==> config.mk <==
export PLATFORM = sky130hd
export DESIGN_NAME = sync_serial_rx
export DESIGN_NICKNAME = d
export VERILOG_FILES = /design/src/rtl/sync_rx_pkg.sv /design/src/rtl/sync_rx_front.sv /design/src/rtl/sync_rx_word.sv /design/src/rtl/sync_rx_fsgen.sv /design/src/rtl/sync_serial_rx.sv
export SDC_FILE = /design/constraint.sdc
export NUM_CORES = 1
export LEC_CHECK = 0
export ABC_CLOCK_PERIOD_IN_PS = 7960
export BUFFER_PORTS_ARGS = -buffer_cell sky130_fd_sc_hd__buf_2
export CELL_PAD_IN_SITES_DETAIL_PLACEMENT = 1
export CELL_PAD_IN_SITES_GLOBAL_PLACEMENT = 2
export CORE_MARGIN = 4
export CORE_UTILIZATION = 31
export DETAILED_ROUTE_END_ITERATION = 10
export PLACE_DENSITY = 0.68
export SLEW_MARGIN = 20
export SYNTH_ARGS = -nofsm -noshare
export SYNTH_HDL_FRONTEND = slang
export SYNTH_SLANG_ARGS = --single-unit
==> constraint.sdc <==
create_clock -name clk -period 7.96 [get_ports clk]
set_clock_uncertainty 0.2 [all_clocks]
set_input_delay 0.398 -clock clk [delete_from_list [all_inputs] [get_ports clk]]
set_output_delay 0.398 -clock clk [all_outputs]
set_load 0.02 [all_outputs]
==> src/rtl/sync_rx_pkg.sv <==
package sync_rx_pkg;
  typedef enum logic [1:0] {
    RX_IDLE = 2'd0,
    RX_SYNC = 2'd1,
    RX_DATA = 2'd2
  } rx_state_e;
endpackage

==> src/rtl/sync_rx_front.sv <==
module sync_rx_front #(
  parameter int NL = 3
) (
  input  logic          clk,
  input  logic          rst,
  input  logic          use_tx,
  input  logic [NL-1:0] rx_lines,   // [0]=clock [1]=data [2]=sync
  input  logic [NL-1:0] tx_lines,
  output logic          bit_edge,
  output logic          bit_val,
  output logic          fs_val
);
  logic [NL-1:0] sel;
  logic [NL-1:0] st1, st2;
  logic          clk_prev;

  assign sel = use_tx ? tx_lines : rx_lines;

  for (genvar g = 0; g < NL; g++) begin : g_sync
    always_ff @(posedge clk) begin
      if (rst) begin
        st1[g] <= 1'b0;
        st2[g] <= 1'b0;
      end else begin
        st1[g] <= sel[g];
        st2[g] <= st1[g];
      end
    end
  end

  always_ff @(posedge clk) begin
    if (rst) begin
      clk_prev <= 1'b0;
      bit_edge <= 1'b0;
      bit_val  <= 1'b0;
      fs_val   <= 1'b0;
    end else begin
      clk_prev <= st2[0];
      bit_edge <= st2[0] & ~clk_prev;
      bit_val  <= st2[1];
      fs_val   <= st2[2];
    end
  end


  edge_gap_chk: assert property (@(posedge clk) disable iff (rst)
    bit_edge |=> !bit_edge);
endmodule

==> src/rtl/sync_rx_word.sv <==
module sync_rx_word #(
  parameter int DW  = 32,
  parameter int WLW = 5
) (
  input  logic           clk,
  input  logic           rst,
  input  logic           en,
  input  logic           bit_in,
  input  logic [WLW-1:0] wlen_m1,
  input  logic           msb_first,
  output logic           last,
  output logic [DW-1:0]  word_data,
  output logic           word_valid
);
  logic [WLW-1:0] bit_cnt;
  logic [DW-1:0]  acc, base, ins;

  assign base = (bit_cnt == '0) ? '0 : acc;
  assign ins  = msb_first ? {base[DW-2:0], bit_in}
                          : (base | (DW'(bit_in) << bit_cnt));
  assign last = (bit_cnt == wlen_m1);

  always_ff @(posedge clk) begin
    if (rst) begin
      bit_cnt    <= '0;
      acc        <= '0;
      word_data  <= '0;
      word_valid <= 1'b0;
    end else begin
      word_valid <= 1'b0;
      if (en) begin
        if (last) begin
          word_data  <= ins;
          word_valid <= 1'b1;
          bit_cnt    <= '0;
          acc        <= '0;
        end else begin
          acc     <= ins;
          bit_cnt <= bit_cnt + WLW'(1);
        end
      end
    end
  end


  valid_pulse_chk: assert property (@(posedge clk) disable iff (rst)
    word_valid |=> !word_valid);

  bitcnt_bound_chk: assert property (@(posedge clk) disable iff (rst)
    en |-> bit_cnt <= wlen_m1);
endmodule

==> src/rtl/sync_rx_fsgen.sv <==
module sync_rx_fsgen #(
  parameter int LW = 9
) (
  input  logic          clk,
  input  logic          rst,
  input  logic          start,
  input  logic          bit_edge,
  input  logic [LW-1:0] len,
  output logic          fs_out
);
  logic [LW-1:0] remain;

  always_ff @(posedge clk) begin
    if (rst) begin
      fs_out <= 1'b0;
      remain <= '0;
    end else if (start) begin
      fs_out <= 1'b1;
      remain <= len;
    end else if (bit_edge && fs_out) begin
      if (remain == '0) fs_out <= 1'b0;
      else remain <= remain - LW'(1);
    end
  end


  fs_rise_chk: assert property (@(posedge clk) disable iff (rst)
    $rose(fs_out) |-> $past(start));

  fs_fall_chk: assert property (@(posedge clk) disable iff (rst)
    $fell(fs_out) |-> $past(bit_edge));
endmodule

==> src/rtl/sync_serial_rx.sv <==
module sync_serial_rx
  import sync_rx_pkg::*;
#(
  parameter int DW  = 32,
  parameter int WLW = 5,
  parameter int NWW = 4,
  parameter int SW  = 16,
  parameter int FLW = 4,
  parameter int FEW = 4
) (
  input  logic           clk,
  input  logic           rst,
  input  logic           rx_sclk,
  input  logic           rx_sdata,
  input  logic           rx_fsync,
  input  logic           tx_sclk,
  input  logic           tx_sdata,
  input  logic           tx_fsync,
  input  logic [WLW-1:0] cfg_wlen,
  input  logic           cfg_msb_first,
  input  logic [NWW-1:0] cfg_nwords,
  input  logic [FLW-1:0] cfg_fslen,
  input  logic [FEW-1:0] cfg_fsext,
  input  logic           cfg_loop,
  input  logic           cfg_cmp_start,
  input  logic [SW-1:0]  cmp_val0,
  input  logic [SW-1:0]  cmp_val1,
  output logic [DW-1:0]  word_data,
  output logic           word_valid,
  output logic [SW-1:0]  sync_data,
  output logic           sync_valid,
  output logic           cmp_hit,
  output logic           fs_drive,
  output logic           cfg_error,
  output logic           overrun
);
  localparam int LW = FLW + FEW + 1;
  localparam int CW = $clog2(SW + 1);

  rx_state_e state;
  logic idle;
  assign idle = (state == RX_IDLE);

  // settings held for the frame in progress
  logic [WLW-1:0] a_wlen;  logic a_msb;  logic [NWW-1:0] a_nw;
  logic [LW-1:0]  a_len;   logic a_loop; logic a_cmp;
  logic [SW-1:0]  a_c0, a_c1;
  logic [LW-1:0]  live_len;
  logic [WLW-1:0] e_wlen, e_wfix;  logic e_msb; logic [NWW-1:0] e_nw;
  logic [LW-1:0]  e_len;   logic e_loop; logic e_cmp;
  logic [SW-1:0]  e_c0, e_c1;

  assign live_len = LW'(cfg_fslen) + (LW'(cfg_fsext) << FLW);
  assign e_wlen = idle ? cfg_wlen      : a_wlen;
  assign e_msb  = idle ? cfg_msb_first : a_msb;
  assign e_nw   = idle ? cfg_nwords    : a_nw;
  assign e_len  = idle ? live_len      : a_len;
  assign e_loop = idle ? cfg_loop      : a_loop;
  assign e_cmp  = idle ? cfg_cmp_start : a_cmp;
  assign e_c0   = idle ? cmp_val0      : a_c0;
  assign e_c1   = idle ? cmp_val1      : a_c1;
  assign e_wfix = (e_wlen == '0) ? WLW'(1) : e_wlen;

  always_ff @(posedge clk) begin
    if (rst) begin
      a_wlen <= WLW'(1); a_msb <= 1'b0; a_nw <= '0; a_len <= '0;
      a_loop <= 1'b0;    a_cmp <= 1'b0; a_c0 <= '0; a_c1 <= '0;
    end else if (idle) begin
      a_wlen <= cfg_wlen;  a_msb <= cfg_msb_first; a_nw <= cfg_nwords;
      a_len  <= live_len;  a_loop <= cfg_loop;     a_cmp <= cfg_cmp_start;
      a_c0   <= cmp_val0;  a_c1 <= cmp_val1;
    end
  end

  logic bit_edge, bit_val, fs_val;
  sync_rx_front #(.NL(3)) u_front (
    .clk(clk), .rst(rst), .use_tx(e_loop),
    .rx_lines({rx_fsync, rx_sdata, rx_sclk}),
    .tx_lines({tx_fsync, tx_sdata, tx_sclk}),
    .bit_edge(bit_edge), .bit_val(bit_val), .fs_val(fs_val)
  );

  logic [SW-1:0]  sync_sh, hunt_sh, hunt_nxt, sync_nxt, sync_mask;
  logic [LW-1:0]  sync_cnt;
  logic [NWW-1:0] word_cnt;
  logic [CW-1:0]  hunt_cnt, e_n;
  logic fs_prev, fs_rise, enough, hit0, hit1, start_now, asm_en, asm_last;

  assign e_n       = (e_len >= LW'(SW - 1)) ? CW'(SW) : CW'(e_len + LW'(1));
  assign sync_mask = (e_n == CW'(SW)) ? '1 : ((SW'(1) << e_n) - SW'(1));
  assign hunt_nxt  = {hunt_sh[SW-2:0], bit_val};
  assign sync_nxt  = {sync_sh[SW-2:0], bit_val};
  assign enough    = (hunt_cnt >= e_n - CW'(1));
  assign hit0      = ((hunt_nxt ^ e_c0) & sync_mask) == '0;
  assign hit1      = ((hunt_nxt ^ e_c1) & sync_mask) == '0;
  assign fs_rise   = bit_edge & fs_val & ~fs_prev;
  assign start_now = bit_edge & idle & (e_cmp ? (enough & (hit0 | hit1)) : fs_rise);
  assign asm_en    = bit_edge & (state == RX_DATA);

  always_ff @(posedge clk) begin
    if (rst) begin
      state <= RX_IDLE;   sync_sh <= '0;  sync_cnt <= '0; word_cnt <= '0;
      hunt_sh <= '0;      hunt_cnt <= '0; fs_prev <= 1'b0;
      sync_data <= '0;    sync_valid <= 1'b0; cmp_hit <= 1'b0;
      overrun <= 1'b0;    cfg_error <= 1'b0;
    end else begin
      sync_valid <= 1'b0;
      cmp_hit    <= 1'b0;
      if (idle && cfg_wlen == '0) cfg_error <= 1'b1;
      if (bit_edge) fs_prev <= fs_val;
      if (fs_rise && !idle) overrun <= 1'b1;
      unique case (state)
        RX_IDLE: if (bit_edge) begin
          hunt_sh <= hunt_nxt;
          if (hunt_cnt != CW'(SW)) hunt_cnt <= hunt_cnt + CW'(1);
          if (start_now) begin
            word_cnt <= '0;
            if (e_cmp) begin
              sync_data  <= hunt_nxt & sync_mask;
              sync_valid <= 1'b1;
              cmp_hit    <= 1'b1;
              state      <= RX_DATA;
            end else if (e_len == '0) begin
              sync_data  <= SW'(bit_val);
              sync_valid <= 1'b1;
              state      <= RX_DATA;
            end else begin
              sync_sh  <= SW'(bit_val);
              sync_cnt <= LW'(1);
              state    <= RX_SYNC;
            end
          end
        end
        RX_SYNC: if (bit_edge) begin
          sync_sh  <= sync_nxt;
          sync_cnt <= sync_cnt + LW'(1);
          if (sync_cnt == e_len) begin
            sync_data  <= sync_nxt;
            sync_valid <= 1'b1;
            state      <= RX_DATA;
          end
        end
        RX_DATA: if (asm_en && asm_last) begin
          if (word_cnt == e_nw) begin
            state    <= RX_IDLE;
            hunt_sh  <= '0;
            hunt_cnt <= '0;
          end else begin
            word_cnt <= word_cnt + NWW'(1);
          end
        end
        default: state <= RX_IDLE;
      endcase
    end
  end

  sync_rx_word #(.DW(DW), .WLW(WLW)) u_word (
    .clk(clk), .rst(rst), .en(asm_en), .bit_in(bit_val),
    .wlen_m1(e_wfix), .msb_first(e_msb), .last(asm_last),
    .word_data(word_data), .word_valid(word_valid)
  );

  sync_rx_fsgen #(.LW(LW)) u_fs (
    .clk(clk), .rst(rst), .start(start_now), .bit_edge(bit_edge),
    .len(e_len), .fs_out(fs_drive)
  );


  cfg_error_sticky_chk: assert property (@(posedge clk) disable iff (rst)
    cfg_error |=> cfg_error);

  overrun_sticky_chk: assert property (@(posedge clk) disable iff (rst)
    overrun |=> overrun);

  sync_done_chk: assert property (@(posedge clk) disable iff (rst)
    sync_valid |-> state == RX_DATA);

  cmp_hit_idle_chk: assert property (@(posedge clk) disable iff (rst)
    cmp_hit |-> $past(idle) && sync_valid);

  word_in_frame_chk: assert property (@(posedge clk) disable iff (rst)
    word_valid |-> $past(state == RX_DATA));
endmodule

==> results.sh, run 1 <==
export IMPL_crit_start="state[1]"
export IMPL_slew_viol_final=0
export IMPL_synth_top_flop_cell="dfxtp_1"
export IMPL_cts_buffers=26
export IMPL_fillers=4278
export IMPL_hold_class="input pin to register"
export IMPL_placed_cell_area_um2=12020
export IMPL_wl_per_cell_um=19.98
export IMPL_worst_setup_path_type="register to register"
export IMPL_crit_required_ns=8.19
export IMPL_grt_pass1_vias=10685
export IMPL_drive_gt1_share_pct=14.63
export IMPL_reg2reg_from="state[1]"
export IMPL_antenna_found_initial=0
export IMPL_initial_core_util_pct=31.46
export IMPL_dpl_hpwl_um=26390
export IMPL_synth_area_per_cell_um2=8.216
export IMPL_finalSetupTns_ns=0
export IMPL_num_rows=69
export IMPL_rrSetupSlack_ns=0.69
export IMPL_diodes=0
export IMPL_ant_nets=0
export IMPL_cts_max_level=1
export IMPL_crit_path_max_fanout=27
export IMPL_cap_viol_max_count=0
export IMPL_fin_nets=1534
export IMPL_grt_use_total_pct=19.30
export IMPL_synth_compound_area_share_pct=17.65
export IMPL_cts_resized=0
export IMPL_reg2reg_depth=21
export IMPL_ir_drop_mv=0.1541
export IMPL_yosys_warnings=0
export IMPL_die_h_um=198.0
export IMPL_clockBufferDepth=3
export IMPL_cts_sinks=214
export IMPL_yosysSeqAreaShare_pct=38.28
export IMPL_fmax_ghz=0.1375
export IMPL_synth_fp_nets=1442
export IMPL_gp_congestion=0.8521
export IMPL_grt_max_degree=110
export IMPL_clk_pin_slew_ns=0.06
export IMPL_clk_latency_ns=0.54
export IMPL_post_route_cell_area_um2=13240
export IMPL_die_area_um2=39200
export IMPL_vias=10321
export IMPL_pwr_share_seq_pct=44.5
export IMPL_netlist_area_um2=11190
export IMPL_hold_path_startpoint="cfg_wlen[4]"
export IMPL_synth_top_family_by_area="simple AND/OR/NAND/NOR gates"
export IMPL_grt_pass1_wl_um=61470
export IMPL_synth_simple_area_share_pct=23.29
export IMPL_synth_cell_types=79
export IMPL_cp_end_kind="register"
export IMPL_synth_fa_ha_area_share_pct=2.236
export IMPL_cts_tree="yes"
export IMPL_p_int_mw=1.878
export IMPL_ioPinCount=114
export IMPL_p_sw_mw=0.5828
export IMPL_powerDensity_nw_per_um2=185.8
export IMPL_worstMarginPinSlew_ns=1.064
export IMPL_vias_per_cell=5.345
export IMPL_status="completed"
export IMPL_core_region_area_um2=35570
export IMPL_syn_inst=1362
export IMPL_slew_limit_headroom_pct=28.78
export IMPL_r2r_end="sync_data[6]"
export IMPL_synth_mux_area_share_pct=8.408
export IMPL_rsz0062_at_grt="false"
export IMPL_p_comb_share_pct=6.5
export IMPL_crit_arrival_ns=7.50
export IMPL_clockPowerShare_pct=49.0
export IMPL_post_cts_setup_buffers=0
export IMPL_drc=0
export IMPL_hold_viol=0
export IMPL_port_buffers=113
export IMPL_synth_seq_cells=214
export IMPL_finalCritPeriodShare_pct=91.39
export IMPL_design_power_total_mw=2.461
export IMPL_swShare_pct=23.68
export IMPL_synth_edf_count=0
export IMPL_drt_pass1_iterations=4
export IMPL_cts_root_buf="clkbuf_16"
export IMPL_area_delta_synth_final_pct=18.34
export IMPL_synth_xor_area_share_pct=5.467
export IMPL_start_kind="register"
export IMPL_power_leakage_nw=5.215
export IMPL_drt_iter0_markers=589
export IMPL_async_flop_share_pct=0
export IMPL_overflow=0
export IMPL_finalCriticalPeriod_ns=7.275
export IMPL_die_width_um=198.0
export IMPL_wl_um=38580
export IMPL_setup_violations=0
export IMPL_crit_path_end="sync_data[6]"
export IMPL_cts_hold_fix_buffers=35
[Yosys cell counts, types with 3 or more instances]
cell type  instances  share of area [%]
dfxtp_1          214                 38
nor2_1           189                6.3
nand2_1          129                4.3
a21oi_1          106                4.7
clkbuf_1          72                2.4
mux2i_1           70                6.3
nor3_1            67                3.0
o21ai_0           48                2.1
a22oi_1           43                2.9
nand3_1           43                1.9
xnor2_1           42                3.3
nor2b_1           32                1.8
nand4_1           31                1.7
xor2_1            26                2.0
a32oi_1           22                1.7
ha_1              20                2.2
inv_1             18               0.60
buf_2             12               0.54
nand2b_1          11               0.61
and2_1            10               0.56
mux2_4            10                1.3
a211oi_1           8               0.54
a31oi_1            8               0.45
o211ai_1           8               0.54
and3_1             7               0.39
buf_4              7               0.47
o31ai_1            7               0.47
or3_1              7               0.39
buf_1              6               0.20
mux2_2             6               0.60
or2_2              6               0.34
nor3b_1            5               0.34
o21a_1             5               0.34
a2111oi_0          3               0.23
buf_6              3               0.30
o21ai_1            3               0.13
o22ai_1            3               0.17
or3b_1             3               0.23
[power groups by stage]
stage / combinational, mW / sequential (mW) / clock [mW]
after floorplan: 0.0947 / 1.12 / 0
after global placement: 0.146 / 1.12 / 0
after detailed placement: 0.147 / 1.12 / 0
after CTS: 0.161 / 1.09 / 1.25
after global routing: 0.176 / 1.10 / 1.29
final: 0.159 / 1.09 / 1.21
[routing by layer]
layer | wire [um] | GRT usage [%] | vias to the layer above
li1 | - | - | 4996
met1 | 17460 | 25.48 | 5121
met2 | 19070 | 33.98 | 164
met3 | 1381 | 2.569 | 40
met4 | 673 | 3.724 | 0
met5 | 0 | 0 | -
[cells by family after synthesis]
kind of cell,Yosys count
xor+xnor,69
compound gates,297
flops,214
fa+ha+maj,20
mux,87
buf+inv,119
simple gates,556
[cells in the final DEF (no fill, tap or decap), types with 18 or more instances in the layout]
master	n
dfxtp_1	214
nor2_1	187
nand2_1	129
buf_2	112
a21oi_1	105
mux2i_1	70
nor3_1	67
o21ai_0	48
nand3_1	43
a22oi_1	43
xnor2_1	42
dlygate4sd3_1	35
nor2b_1	32
nand4_1	31
clkbuf_16	27
xor2_1	26
a32oi_1	22
ha_1	20
inv_1	18
[sequential cells by signal, indices dropped and copies added (netlist names), 4 cells and up]
name	cells
a_c0	16
a_c1	16
a_len	9
a_nw	4
a_wlen	5
hunt_cnt	5
hunt_sh	15
sync_cnt	9
sync_data	16
sync_sh	15
u_fs.remain	9
u_word.acc	32
u_word.bit_cnt	5
u_word.word_data	32
word_cnt	4
[critical path, stage by stage, from the launching register on]
cell and delay (ns):
dfxtp_1 0.93, o21ai_0 0.35, nand2_1 0.22, ha_1 0.28
inv_1 0.10, o211ai_1 0.16, a22oi_2 0.28, nand2_1 0.26
ha_1 0.37, inv_1 0.20, a21oi_1 0.43, nand2_1 0.11
ha_1 0.32, and2_1 0.19, a32oi_2 0.28, o2bb2ai_1 0.16
mux2i_1 0.38, and2_1 0.21, a2111oi_2 0.05, and2_1 0.34
o31ai_4 0.90, mux2_2 0.42
[area by class of cell]
class	instances	area (um^2)	share of cell area (%)
clock buffers	40	814.5	6.151
clock inverters	4	51.30	0.3874
inverters	18	67.56	0.5102
multi-input cells	1029	6395	48.29
flip-flops and latches	214	4284	32.35
well taps	461	576.8	4.356
repair buffers	165	1054	7.955
[worst min path at each step]
| stage | endpoint | depth (start not counted) |
|---|---|---|
| after floorplan | u_front.bit_edge | 1 |
| after global placement | u_front.bit_edge | 1 |
| after detailed placement | u_front.bit_edge | 1 |
| after CTS | a_wlen[4] | 3 |
| after global routing | a_c1[6] | 3 |
| final | a_wlen[4] | 3 |
[metrics by stage]
stage	hold WS [ns]	setup WS [ns]	cells	utilization, %
4_1_cts	0.002497	0.6718	1931	37.22
3_5_place_dp	0.1740	0.6824	1852	33.80
3_3_place_gp	0.1736	0.9842	1852	33.79
6_report	0.0004748	0.6852	1931	37.23
5_1_grt	0.01569	0.1182	1931	37.23
2_1_floorplan	0.1674	1.722	1362	-
Power figures use the tool's default switching activity.
==> inputs of run 2 (changes only) <==
--- a/config.mk
+++ b/config.mk
@@ -9,6 +9,7 @@
 export BUFFER_PORTS_ARGS = -buffer_cell sky130_fd_sc_hd__buf_2
 export CELL_PAD_IN_SITES_DETAIL_PLACEMENT = 1
 export CELL_PAD_IN_SITES_GLOBAL_PLACEMENT = 2
+export CORE_ASPECT_RATIO = 1.5
 export CORE_MARGIN = 4
 export CORE_UTILIZATION = 31
 export DETAILED_ROUTE_END_ITERATION = 10
==> run 2 against run 1 <==
Non-clock buffer count grew 11. Cell count rose by 1.5%. Hold slack better by 0.027 ns. First-iteration DRC count down 26%. Critical endpoint unchanged. Sequential power hardly changed. Highest routed layer unchanged. Final area rose by 1.1%. Setup slack gained 0.31 ns.
==> results.sh, run 2 (synthesized netlist as in run 1, its figures left out) <==
export IMPL_ir_drop_mv=0.1264
export IMPL_cap_viol_max_count=0
export IMPL_cp_slowest_cell="o31ai_4"
export IMPL_top_regs="u_word.acc (32), u_word.word_data (32)"
export IMPL_slew_viol_final=0
export IMPL_core_region_area_um2=35730
export IMPL_final_common_cell="dfxtp_1"
export IMPL_post_route_cell_area_um2=13380
export IMPL_overflow=0
export IMPL_crit_start="state[0]"
export IMPL_fmax_ghz=0.1435
export IMPL_grt_util_met2_pct=39.57
export IMPL_vias_per_cell=5.219
export IMPL_die_width_um=163.1
export IMPL_use_met1_pct=21.50
export IMPL_hold_viol=0
export IMPL_grt_util_met3_pct=2.512
export IMPL_crit_arrival_ns=7.19
export IMPL_drc=0
export IMPL_num_rows=85
export IMPL_cts_buffers=24
export IMPL_cts_root_buf="clkbuf_16"
export IMPL_dp_cells=1872
export IMPL_ioPinCount=114
export IMPL_clk_latency_ns=0.54
export IMPL_drt_pass1_iterations=4
export IMPL_initial_core_util_pct=31.32
export IMPL_design_power_total_mw=2.497
export IMPL_r2r_end="sync_data[6]"
export IMPL_post_cts_setup_buffers=0
export IMPL_min_path_cells=4
export IMPL_path_cells="o21ai_0 > nand2_1 > ha_1 > inv_1 > o211ai_1 > a22oi_2 > nand2_1 > ha_1 > inv_1 > a21oi_1 > nand2_1 > ha_1 > and2_1 > a32oi_2 > o2bb2ai_1 > mux2i_1 > nand2_1 > and3_1 > and2_1 > o31ai_4 > mux2_2"
export IMPL_hold_path_startpoint="cfg_wlen[3]"
export IMPL_crit_path_max_incr_delay_ns=0.91
export IMPL_crit_path_max_fanout=24
export IMPL_start_kind="register"
export IMPL_ant_nets=0
export IMPL_final_core_util_pct=37.45
export IMPL_wl_um=40570
export IMPL_cp_end_kind="register"
export IMPL_worst_setup_path_type="register to register"
export IMPL_setup_violations=0
export IMPL_dpl_hpwl_um=28830
export IMPL_die_area_um2=39270
export IMPL_placed_cell_area_um2=12070
export IMPL_layoutNonFillerInstCount=1960
export IMPL_reg2reg_depth=21
export IMPL_die_h_um=240.7
export IMPL_finalCriticalPeriod_ns=6.968
export IMPL_vias=10230
export IMPL_grt_max_degree=97
export IMPL_cp_common_cell="nand2_1"
export IMPL_powerDensity_nw_per_um2=186.6
export IMPL_hold_class="input pin to register"
export IMPL_layout_common_cells="214 x dfxtp_1, 187 x nor2_1, 129 x nand2_1"
export IMPL_cts_resized=0
export IMPL_wl_per_cell_um=20.70
export IMPL_fin_nets=1543
export IMPL_crit_required_ns=8.18
export IMPL_reg2reg_from="state[0]"
export IMPL_grt_use_total_pct=20.30
export IMPL_cts_hold_fix_buffers=43
export IMPL_area_delta_synth_final_pct=19.60
export IMPL_min_to="cfg_error"
export IMPL_clk_pin_slew_ns=0.07
export IMPL_cts_max_level=1
export IMPL_drt_iter0_markers=435
export IMPL_cts_sinks=214
export IMPL_power_leakage_nw=5.269
export IMPL_status="completed"
export IMPL_slew_limit_headroom_pct=27.69
export IMPL_gp_congestion=0.9369
export IMPL_rrSetupSlack_ns=0.99
export IMPL_finalCritPeriodShare_pct=87.53
export IMPL_worstMarginPinSlew_ns=1.085
export IMPL_rsz0062_at_grt="false"
export IMPL_cts_tree="yes"
export IMPL_grt_busiest_layer="met2"
export IMPL_grt_pass1_vias=10856
export IMPL_drive_gt1_share_pct=14.92
export IMPL_port_buffers=113
export IMPL_finalSetupTns_ns=0
export IMPL_antenna_found_initial=1
export IMPL_grt_pass1_wl_um=62920
export IMPL_clockBufferDepth=3
run 2: cell types whose count changed in the layout (fill, tap and decap cells not counted), sizes merged:
cell         previous run  this run
buf                   130       133
bufinv                  1         4
clkbuf                 40        31
clkinv                  2         5
clkinvlp                1         2
diode                   0         1
dlygate4sd3            35        43
inv                    18        20
run 2: cell type report:
class / instances / area, um^2
sequential: 214 / 4284
multi-input combinational: 1029 / 6400
fill: 4297 / 22350
antenna: 1 / 2.502
tap: 478 / 598.1
clock inverter: 13 / 181.4
inverter: 18 / 67.56
timing repair buffer: 176 / 1152
clock buffer: 31 / 698.2
run 2: where the power goes:
| group | total [mW] | internal (mW) | switching [mW] |
|---|---|---|---|
| registers | 1.09 | 1.09 | 0.00678 |
| logic | 0.164 | 0.0650 | 0.0992 |
| clock network | 1.24 | 0.751 | 0.487 |
| total | 2.50 | 1.90 | 0.593 |
run 2: how the worst max path moves through the flow:
stage | endpoint | slack (ns) | cells after the start
2_1_floorplan | sync_data[10] | 1.72 | 28
3_3_place_gp | sync_data[6] | 1.24 | 20
3_5_place_dp | sync_data[4] | 1.01 | 21
4_1_cts | sync_data[4] | 1.00 | 21
5_1_grt | sync_data[4] | 0.36 | 21
6_report | sync_data[6] | 0.99 | 21
run 2: worst max-delay path, delay by kind of cell (launching register included):
kind,cells,cell delay [ns]
AOI/OAI and AO/OA,7,2.42
muxes,2,0.80
adders and majority gates,3,0.94
and+or+nand+nor,7,1.26
buffers and inverters,2,0.31
DFF,1,0.87
run 2: layer usage:
metal  vias up  wire [um]  part of all wire [%]
li1       5017          -                     -
met1      4958      15610                    38
met2       179      21850                    54
met3        76       1214                   3.0
met4         0       1893                   4.7
met5         -          0                     0
run 2: stage by stage:
| step | hold slack [ns] | worst slack (ns) |
|---|---|---|
| 2_1_floorplan | 0.1674 | 1.722 |
| 3_3_place_gp | 0.1815 | 1.238 |
| 3_5_place_dp | 0.1836 | 1.011 |
| 4_1_cts | 0.002120 | 1.003 |
| 5_1_grt | 0.02412 | 0.3588 |
| 6_report | 0.02774 | 0.9923 |
